$ cat src/rtl/hbi_pkg.sv
// Package hbi_pkg
// Shared widths, the qualifier record carried beside the strobes, and the
// field positions of the width-setting command byte decoded by this block.
package hbi_pkg;
    localparam int BUS_W   = 8;
    localparam int HALF_W  = BUS_W / 2;
    localparam int ADDR_W  = BUS_W - 1;

    // Width-setting command: bits 7:5 hold the opcode, bit 4 the new width.
    localparam int          FSET_OP_MSB = 7;
    localparam int          FSET_OP_LSB = 5;
    localparam logic [2:0]  FSET_OP     = 3'b001;
    localparam int          FSET_DL_BIT = 4;

    // Bus state sampled alongside the strobes.
    typedef struct packed {
        logic             cs_n;
        logic             rs;
        logic             rw;
        logic [BUS_W-1:0] db;
    } hbi_qual_t;

    localparam int QUAL_W = $bits(hbi_qual_t);
endpackage

$ cat src/rtl/hbi_delay.sv
// Module hbi_delay
// A chain of DEPTH flip-flops used both as a metastability synchronizer and
// as a plain alignment delay. Assumes DEPTH >= 1. Reset loads RST_VAL into
// every stage.
module hbi_delay #(
    parameter int WIDTH = 1,
    parameter int DEPTH = 2
) (
    input  logic             clk,
    input  logic             rst_n,
    input  logic [WIDTH-1:0] rst_val,
    input  logic [WIDTH-1:0] d,
    output logic [WIDTH-1:0] q
);
    logic [WIDTH-1:0] stg [DEPTH];

    generate
        for (genvar i = 0; i < DEPTH; i++) begin : g_stage
            // Stage i: shift one step along the chain.
            always_ff @(posedge clk) begin
                if (!rst_n) begin
                    stg[i] <= rst_val;
                end else if (i == 0) begin
                    stg[i] <= d;
                end else begin
                    stg[i] <= stg[(i == 0) ? 0 : i-1];
                end
            end
        end
    endgenerate

    assign q = stg[DEPTH-1];
endmodule

$ cat src/rtl/hbi_edge.sv
// Module hbi_edge
// Synchronizes the two strobe pins, detects their edges, and decides from the
// protocol strap whether a write or a read bus cycle has just ended. The chip
// select, register select, direction and data pins are delayed by one stage
// more than the strobes. An edge is therefore judged with the values the bus
// had in the last cycle the strobe was still active.
// Assumes the host holds cs_n, rs, rw_wr and db_in steady around the strobe
// edge for longer than the synchronizer depth, and keeps mode_6800 static
// except while deselected.
module hbi_edge
    import hbi_pkg::*;
#(
    parameter int SYNC_STAGES = 2
) (
    input  logic             clk,
    input  logic             rst_n,
    input  logic             mode_6800,
    input  logic             cs_n,
    input  logic             rs,
    input  logic             rw_wr,
    input  logic             e_rd,
    input  logic [BUS_W-1:0] db_in,
    output logic             wr_evt,
    output logic             rd_evt,
    output logic             evt_rs,
    output logic [BUS_W-1:0] evt_db
);
    localparam int QUAL_DEPTH = SYNC_STAGES + 1;

    logic [1:0] strb_raw, strb_s, strb_p;
    hbi_qual_t  qual_raw, qual_d;
    logic       e_fall, e_rise, w_fall;
    logic       wr_hit, rd_hit;

    assign strb_raw = {rw_wr, e_rd};
    assign qual_raw = '{cs_n: cs_n, rs: rs, rw: rw_wr, db: db_in};

    hbi_delay #(.WIDTH(2), .DEPTH(SYNC_STAGES)) u_strb_sync (
        .clk(clk), .rst_n(rst_n), .rst_val(2'b00), .d(strb_raw), .q(strb_s)
    );

    hbi_delay #(.WIDTH(QUAL_W), .DEPTH(QUAL_DEPTH)) u_qual_dly (
        .clk(clk), .rst_n(rst_n),
        .rst_val({1'b1, {(QUAL_W-1){1'b0}}}),
        .d(qual_raw), .q(qual_d)
    );

    // Previous synchronized strobe level for edge detection.
    always_ff @(posedge clk) begin
        if (!rst_n) strb_p <= 2'b00;
        else        strb_p <= strb_s;
    end

    assign e_fall = strb_p[0] & ~strb_s[0];
    assign e_rise = ~strb_p[0] & strb_s[0];
    assign w_fall = strb_p[1] & ~strb_s[1];

    // Decode the end of a bus cycle per protocol.
    always_comb begin
        if (mode_6800) begin
            wr_hit = e_fall & ~qual_d.cs_n & ~qual_d.rw;
            rd_hit = e_fall & ~qual_d.cs_n &  qual_d.rw;
        end else begin
            wr_hit = w_fall & ~qual_d.cs_n;
            rd_hit = e_rise & ~qual_d.cs_n;
        end
    end

    // Register the event together with its qualifiers.
    always_ff @(posedge clk) begin
        if (!rst_n) begin
            wr_evt <= 1'b0;
            rd_evt <= 1'b0;
            evt_rs <= 1'b0;
            evt_db <= '0;
        end else begin
            wr_evt <= wr_hit;
            rd_evt <= rd_hit;
            evt_rs <= qual_d.rs;
            evt_db <= qual_d.db;
        end
    end
endmodule

$ cat src/rtl/hbi_nibble.sv
// Module hbi_nibble
// Owns the data-length flag and the shared half pointer. It assembles
// narrow-mode writes from two upper-line halves and counts narrow-mode reads
// in halves. It issues one strobe per completed byte, and snoops completed
// command writes for the width-setting opcode.
// Assumes wr_evt and rd_evt are never high in the same cycle.
module hbi_nibble
    import hbi_pkg::*;
(
    input  logic             clk,
    input  logic             rst_n,
    input  logic             wr_evt,
    input  logic             rd_evt,
    input  logic             evt_rs,
    input  logic [BUS_W-1:0] evt_db,
    output logic             wr_stb,
    output logic             wr_sel,
    output logic [BUS_W-1:0] wr_data,
    output logic             rd_stb,
    output logic             rd_sel,
    output logic             wide,
    output logic             hi_phase
);
    logic [HALF_W-1:0] hold;
    logic [BUS_W-1:0]  byte_c;
    logic              fset;
    logic              completes;

    // Byte as it stands once this write strobe is taken into account.
    always_comb begin
        byte_c    = wide ? evt_db : {hold, evt_db[BUS_W-1 -: HALF_W]};
        fset      = ~evt_rs && (byte_c[FSET_OP_MSB:FSET_OP_LSB] == FSET_OP);
        completes = wide | ~hi_phase;
    end

    // Half sequencing, byte strobes and the data-length flag.
    always_ff @(posedge clk) begin
        if (!rst_n) begin
            wide     <= 1'b1;
            hi_phase <= 1'b1;
            hold     <= '0;
            wr_stb   <= 1'b0;
            wr_sel   <= 1'b0;
            wr_data  <= '0;
            rd_stb   <= 1'b0;
            rd_sel   <= 1'b0;
        end else begin
            wr_stb <= 1'b0;
            rd_stb <= 1'b0;
            if (wr_evt) begin
                if (completes) begin
                    wr_stb   <= 1'b1;
                    wr_sel   <= evt_rs;
                    wr_data  <= byte_c;
                    hi_phase <= 1'b1;
                    if (fset) wide <= byte_c[FSET_DL_BIT];
                end else begin
                    hold     <= evt_db[BUS_W-1 -: HALF_W];
                    hi_phase <= 1'b0;
                end
            end else if (rd_evt) begin
                if (completes) begin
                    rd_stb   <= 1'b1;
                    rd_sel   <= evt_rs;
                    hi_phase <= 1'b1;
                end else begin
                    hi_phase <= 1'b0;
                end
            end
        end
    end
endmodule

$ cat src/rtl/hbi_rdmux.sv
// Module hbi_rdmux
// Chooses the byte presented during a read (status word or data register),
// selects the half in narrow mode, and drives the pad output enables straight
// from the raw bus pins so the pads turn on and off with the host strobe.
// Assumes busy, addr_cnt and rd_data are steady while a read strobe is held.
module hbi_rdmux
    import hbi_pkg::*;
(
    input  logic              mode_6800,
    input  logic              cs_n,
    input  logic              rs,
    input  logic              rw_wr,
    input  logic              e_rd,
    input  logic              wide,
    input  logic              hi_phase,
    input  logic              busy,
    input  logic [ADDR_W-1:0] addr_cnt,
    input  logic [BUS_W-1:0]  rd_data,
    output logic [BUS_W-1:0]  db_out,
    output logic [BUS_W-1:0]  db_oe
);
    logic [BUS_W-1:0] src;
    logic             read_on;

    // Read window per protocol.
    always_comb begin
        if (mode_6800) read_on = ~cs_n & rw_wr & e_rd;
        else           read_on = ~cs_n & ~e_rd;
    end

    // Source byte and half selection.
    always_comb begin
        src = rs ? rd_data : {busy, addr_cnt};
        if (wide)
            db_out = src;
        else if (hi_phase)
            db_out = {src[BUS_W-1 -: HALF_W], {HALF_W{1'b0}}};
        else
            db_out = {src[HALF_W-1:0], {HALF_W{1'b0}}};
    end

    // Pad enables: the low lines drive only in wide mode.
    always_comb begin
        db_oe = {{HALF_W{read_on}}, {HALF_W{read_on & wide}}};
    end
endmodule

$ cat src/rtl/hbi_top.sv
// Module hbi_top
// Host bus slave with a strap-selected protocol and a 4/8-bit data path.
// Chain: strobe edge decode, half sequencer, read multiplexer.
// Assumes a synchronous active-low reset and a clock fast enough that every
// host strobe level lasts more than SYNC_STAGES + 1 clock cycles.
module hbi_top
    import hbi_pkg::*;
#(
    parameter int SYNC_STAGES = 2
) (
    input  logic              clk,
    input  logic              rst_n,
    input  logic              mode_6800,
    input  logic              cs_n,
    input  logic              rs,
    input  logic              rw_wr,
    input  logic              e_rd,
    input  logic [BUS_W-1:0]  db_in,
    output logic [BUS_W-1:0]  db_out,
    output logic [BUS_W-1:0]  db_oe,
    input  logic              busy,
    input  logic [ADDR_W-1:0] addr_cnt,
    input  logic [BUS_W-1:0]  rd_data,
    output logic              wr_stb,
    output logic              wr_sel,
    output logic [BUS_W-1:0]  wr_data,
    output logic              rd_stb,
    output logic              rd_sel,
    output logic              wide_mode
);
    logic             wr_evt, rd_evt, evt_rs;
    logic [BUS_W-1:0] evt_db;
    logic             hi_phase;

    hbi_edge #(.SYNC_STAGES(SYNC_STAGES)) u_edge (
        .clk(clk), .rst_n(rst_n), .mode_6800(mode_6800),
        .cs_n(cs_n), .rs(rs), .rw_wr(rw_wr), .e_rd(e_rd), .db_in(db_in),
        .wr_evt(wr_evt), .rd_evt(rd_evt), .evt_rs(evt_rs), .evt_db(evt_db)
    );

    hbi_nibble u_nib (
        .clk(clk), .rst_n(rst_n),
        .wr_evt(wr_evt), .rd_evt(rd_evt), .evt_rs(evt_rs), .evt_db(evt_db),
        .wr_stb(wr_stb), .wr_sel(wr_sel), .wr_data(wr_data),
        .rd_stb(rd_stb), .rd_sel(rd_sel),
        .wide(wide_mode), .hi_phase(hi_phase)
    );

    hbi_rdmux u_rmux (
        .mode_6800(mode_6800), .cs_n(cs_n), .rs(rs), .rw_wr(rw_wr),
        .e_rd(e_rd), .wide(wide_mode), .hi_phase(hi_phase),
        .busy(busy), .addr_cnt(addr_cnt), .rd_data(rd_data),
        .db_out(db_out), .db_oe(db_oe)
    );
endmodule

$ cat config.mk
export PLATFORM = sky130hd
export DESIGN_NAME = hbi_top
export DESIGN_NICKNAME = d
export VERILOG_FILES = /design/src/rtl/hbi_pkg.sv /design/src/rtl/hbi_delay.sv /design/src/rtl/hbi_edge.sv /design/src/rtl/hbi_nibble.sv /design/src/rtl/hbi_rdmux.sv /design/src/rtl/hbi_top.sv
export SDC_FILE = /design/constraint.sdc
export NUM_CORES = 1
export LEC_CHECK = 0
export ABC_AREA = 0
export CAP_MARGIN = 20
export CORE_MARGIN = 4
export CORE_UTILIZATION = 47
export CTS_CLUSTER_SIZE = 40
export DETAILED_ROUTE_END_ITERATION = 6
export GPL_TIMING_DRIVEN = 0
export PLACE_DENSITY = 0.74
export SYNTH_ARGS = -nofsm -noshare
export SYNTH_HDL_FRONTEND = slang
export SYNTH_SLANG_ARGS = --single-unit
$ cat constraint.sdc
create_clock -name clk -period 1.76 [get_ports clk]
set_input_delay 0.352 -clock clk [delete_from_list [all_inputs] [get_ports clk]]
set_output_delay 0.352 -clock clk [all_outputs]
set_load 0.01 [all_outputs]
==> results of run 1 <==
[cell type report]
cell class,instances,area (um2)
multi-input cells,125,935
repair buffers,63,572
plain buffers,17,104
well taps,67,83.8
clock buffers,10,138
flip-flops and latches,65,1300
inverters,3,11.3
fillers,398,1530
clock inverters,5,80.1
[routing by layer]
| layer | routed length [um] | up-vias | GRT usage (%) |
|---|---|---|---|
| met5 | 0 | - | 0 |
| met4 | 63 | 0 | 8.92 |
| met3 | 233 | 7 | 6.08 |
| met1 | 1720 | 747 | 15.8 |
| li1 | - | 848 | - |
| met2 | 2200 | 40 | 26.2 |
[placed cells by master, fill, tap and decap left out, types with 2 or more instances in the layout]
cell	synthesis	routed
o21ai_0	3	3
a211oi_1	8	8
dlygate4sd2_1	0	5
inv_1	3	3
nor3_1	3	3
and2_1	43	42
nand2b_1	7	7
dfxtp_1	65	64
clkinvlp_4	0	2
clkbuf_8	0	10
clkbuf_1	6	6
mux4_2	4	4
bufinv_16	0	2
clkdlybuf4s50_1	0	39
nor2_1	11	10
buf_6	1	5
buf_2	2	10
nor2b_1	4	4
a21oi_1	12	11
mux2i_1	17	17
buf_4	9	13
[power breakdown]
part           internal (uW)  leakage (uW)  switching (uW)
registers               1510      0.000530            8.93
logic                    138      0.000712            84.0
clock network            824      0.000104             512
[state kept, by name, summed over array words and instances, names as in the netlist]
signal                  flops
u_nib.wr_sel                1
u_edge.evt_rs               1
u_edge.wr_evt               1
u_nib.wr_stb                1
u_edge.u_strb_sync.stg      2
u_edge.u_qual_dly.stg      33
u_edge.rd_evt               1
u_nib.wr_data               8
u_nib.rd_stb                1
u_nib.wide                  1
u_edge.evt_db               8
u_edge.strb_p               1
u_nib.rd_sel                1
u_nib.hi_phase              1
u_nib.hold                  4
[worst min path at each step]
stage / from / end / slack [ns] / depth (start not counted)
6_report: e_rd / u_edge.u_strb_sync.stg[0][0] / 0.39 / 2
3_3_place_gp: u_edge.u_qual_dly.stg[0][10] / u_edge.u_qual_dly.stg[1][10] / 0.39 / 1
5_1_grt: e_rd / u_edge.u_strb_sync.stg[0][0] / 0.36 / 2
2_1_floorplan: u_edge.u_qual_dly.stg[0][10] / u_edge.u_qual_dly.stg[1][10] / 0.39 / 1
4_1_cts: rw_wr / u_edge.u_qual_dly.stg[0][8] / 0.39 / 2
3_5_place_dp: u_edge.u_qual_dly.stg[1][10] / u_edge.u_qual_dly.stg[2][10] / 0.40 / 1
[through the flow]
| step | util, % | hold WS, ns | total power [uW] | setup WS (ns) | cells |
|---|---|---|---|---|---|
| 2_1_floorplan | - | 0.386 | 1650 | 0.101 | 211 |
| 3_3_place_gp | 63.0 | 0.389 | 1780 | -0.940 | 336 |
| 3_5_place_dp | 63.0 | 0.405 | 1780 | -0.972 | 336 |
| 4_1_cts | 68.5 | 0.391 | 3120 | -0.119 | 356 |
| 5_1_grt | 67.8 | 0.360 | 3220 | -0.0754 | 355 |
| 6_report | 67.8 | 0.386 | 3070 | 0.0145 | 355 |
[logic make-up (layout without fill, tap and decap cells)]
logic type             after synthesis  after routing  share of synthesized area, %
DFF                                 65             65                          55.9
buffers and inverters               21             98                          5.26
AOI/OAI and AO/OA                   24             24                          6.18
muxes                               22             22                          11.8
and+or+nand+nor                     79             79                          20.9
[repair_timing]
action | 4_1_cts | 5_1_grt
pin swaps | 3 | 2
resized for setup | 64 | 8
hold buffers | 0 | 0
buffers inserted | 5 | 0
setup endpoints to repair | 16 | 12
cloned | 0 | 0
endpoints found under the hold margin | 0 | 0
==> summary.txt, run 1 <==
Die X: 78.4 um
Lkg Pwr: 0.00135 uW
most common cell in the synthesized netlist: dfxtp_1
CTS H-Tree Depth: 3
Gate Count Post-Synth: 211
Post-Syn Area per Cell: 11.0 um2
share of layout cells above drive strength 1: 19.8%
CP cell instances: buf_6, nor2_4, mux4_2, buf_6
setup violators final: 0
largest net degree at the start of global routing: 12
TritonCTS buffer count: 9
std cell rows: 25
worst hold-check path type: in2reg
Synth Cell Area: 2330 um2
Post-synth EDFFs: 0
RePlAce Congestion: 0.756
total grt overflow: 0
dpl cell area: 2990 um2
fin area: 3230 um2
Synth cell types: 28
number of diodes: 0
worst r2r src: u_nib.wide
terminus of the critical flop-to-flop path: u_nib.wide
fraction of the cycle the final worst path needs: 99.2%
CP Data Arrival Time: 1.39 ns
routed vias/inst: 4.63
final hold viol count: 0
total number of vias: 1642
syn_nets: 242
Max Freq: 573 MHz
total negative setup slack: 0 ns
critical path's slowest cell: dfxtp_2
top cells by area, synth: dfxtp_1, and2_1, mux2i_1
WL final: 4.22 mm
maxcap violations: 0
Clock Skew: 0.00405 ns
TritonCTS clock tree: done
initial antenna violation count: 0
status: complete, no violations
number of global-route vias before repair: 1608
nets: 315
RSZ-0062 raised after global routing: yes
Initial Util: 49.0%
Setup CP Type: reg2out
clock sinks: 65
post-synthesis sequential area ratio: 55.9%
core box area: 4750 um2
Synth top area share: 55.9%
global-route wire length before repair: 7.13 mm
DRT iter0 DRCs: 47
Skew-Pair Late Insertion Delay: 0.33 ns
CTS root buf: clkbuf_8
Syn. warnings: 0
worst-path maximum fanout: 4
Peak supply drop: 0.838 mV
Total GRT Usage: 15.3%
r2r setup slk: 0.36 ns
Worst path top cell family by delay: flip-flops
full die area: 6150 um2
Clk pin slew, worst setup/hold paths: 0.07 ns
# port buffers: 58
crit path buf inv count: 2
min Tclk post-route: 1.75 ns
clock buffer depth: 2
WP data required: 1.41 ns
antenna viol nets, final: 0
crit end category: primary output
Post-synth ARST share: 0%
pwr dens: 953 nW/um2
CP Launch Point: u_nib.wide
Startpoint Class: register
drt pass-1 iters: 4
Rel. slew slack: 64.4%
area leader, netlist: dfxtp_1
FF-to-FF path depth: 4
worst setup path end: db_out[5]
Top Ports: 60
FF+latch count, synth: 65
Avg WL per Cell: 11.9 um
Least-Margin Pin Slew: 0.532 ns
commonest cells in the netlist: dfxtp_1, and2_1, mux2i_1
Critical Path Stages: 4
ys flop type: dfxtp_1
Layout area overhead: 38.5%
die height: 78.4 um
DRC: 0
post-DP HPWL: 3.01 mm
max incr delay on CP: 0.35 ns
Most common cell on crit path: buf_6
max-slew violations: 0
No activity file was read; power rests on OpenSTA's default activity.
==> run 2: changes to the inputs <==
--- a/config.mk
+++ b/config.mk
@@ -9,6 +9,7 @@
 export CAP_MARGIN = 20
 export CORE_MARGIN = 4
 export CORE_UTILIZATION = 47
+export CTS_CLUSTER_DIAMETER = 60
 export CTS_CLUSTER_SIZE = 40
 export DETAILED_ROUTE_END_ITERATION = 6
 export GPL_TIMING_DRIVEN = 0
==> results of run 2 <==
No change in the layout: final DEF, timing and power equal those of run 1.
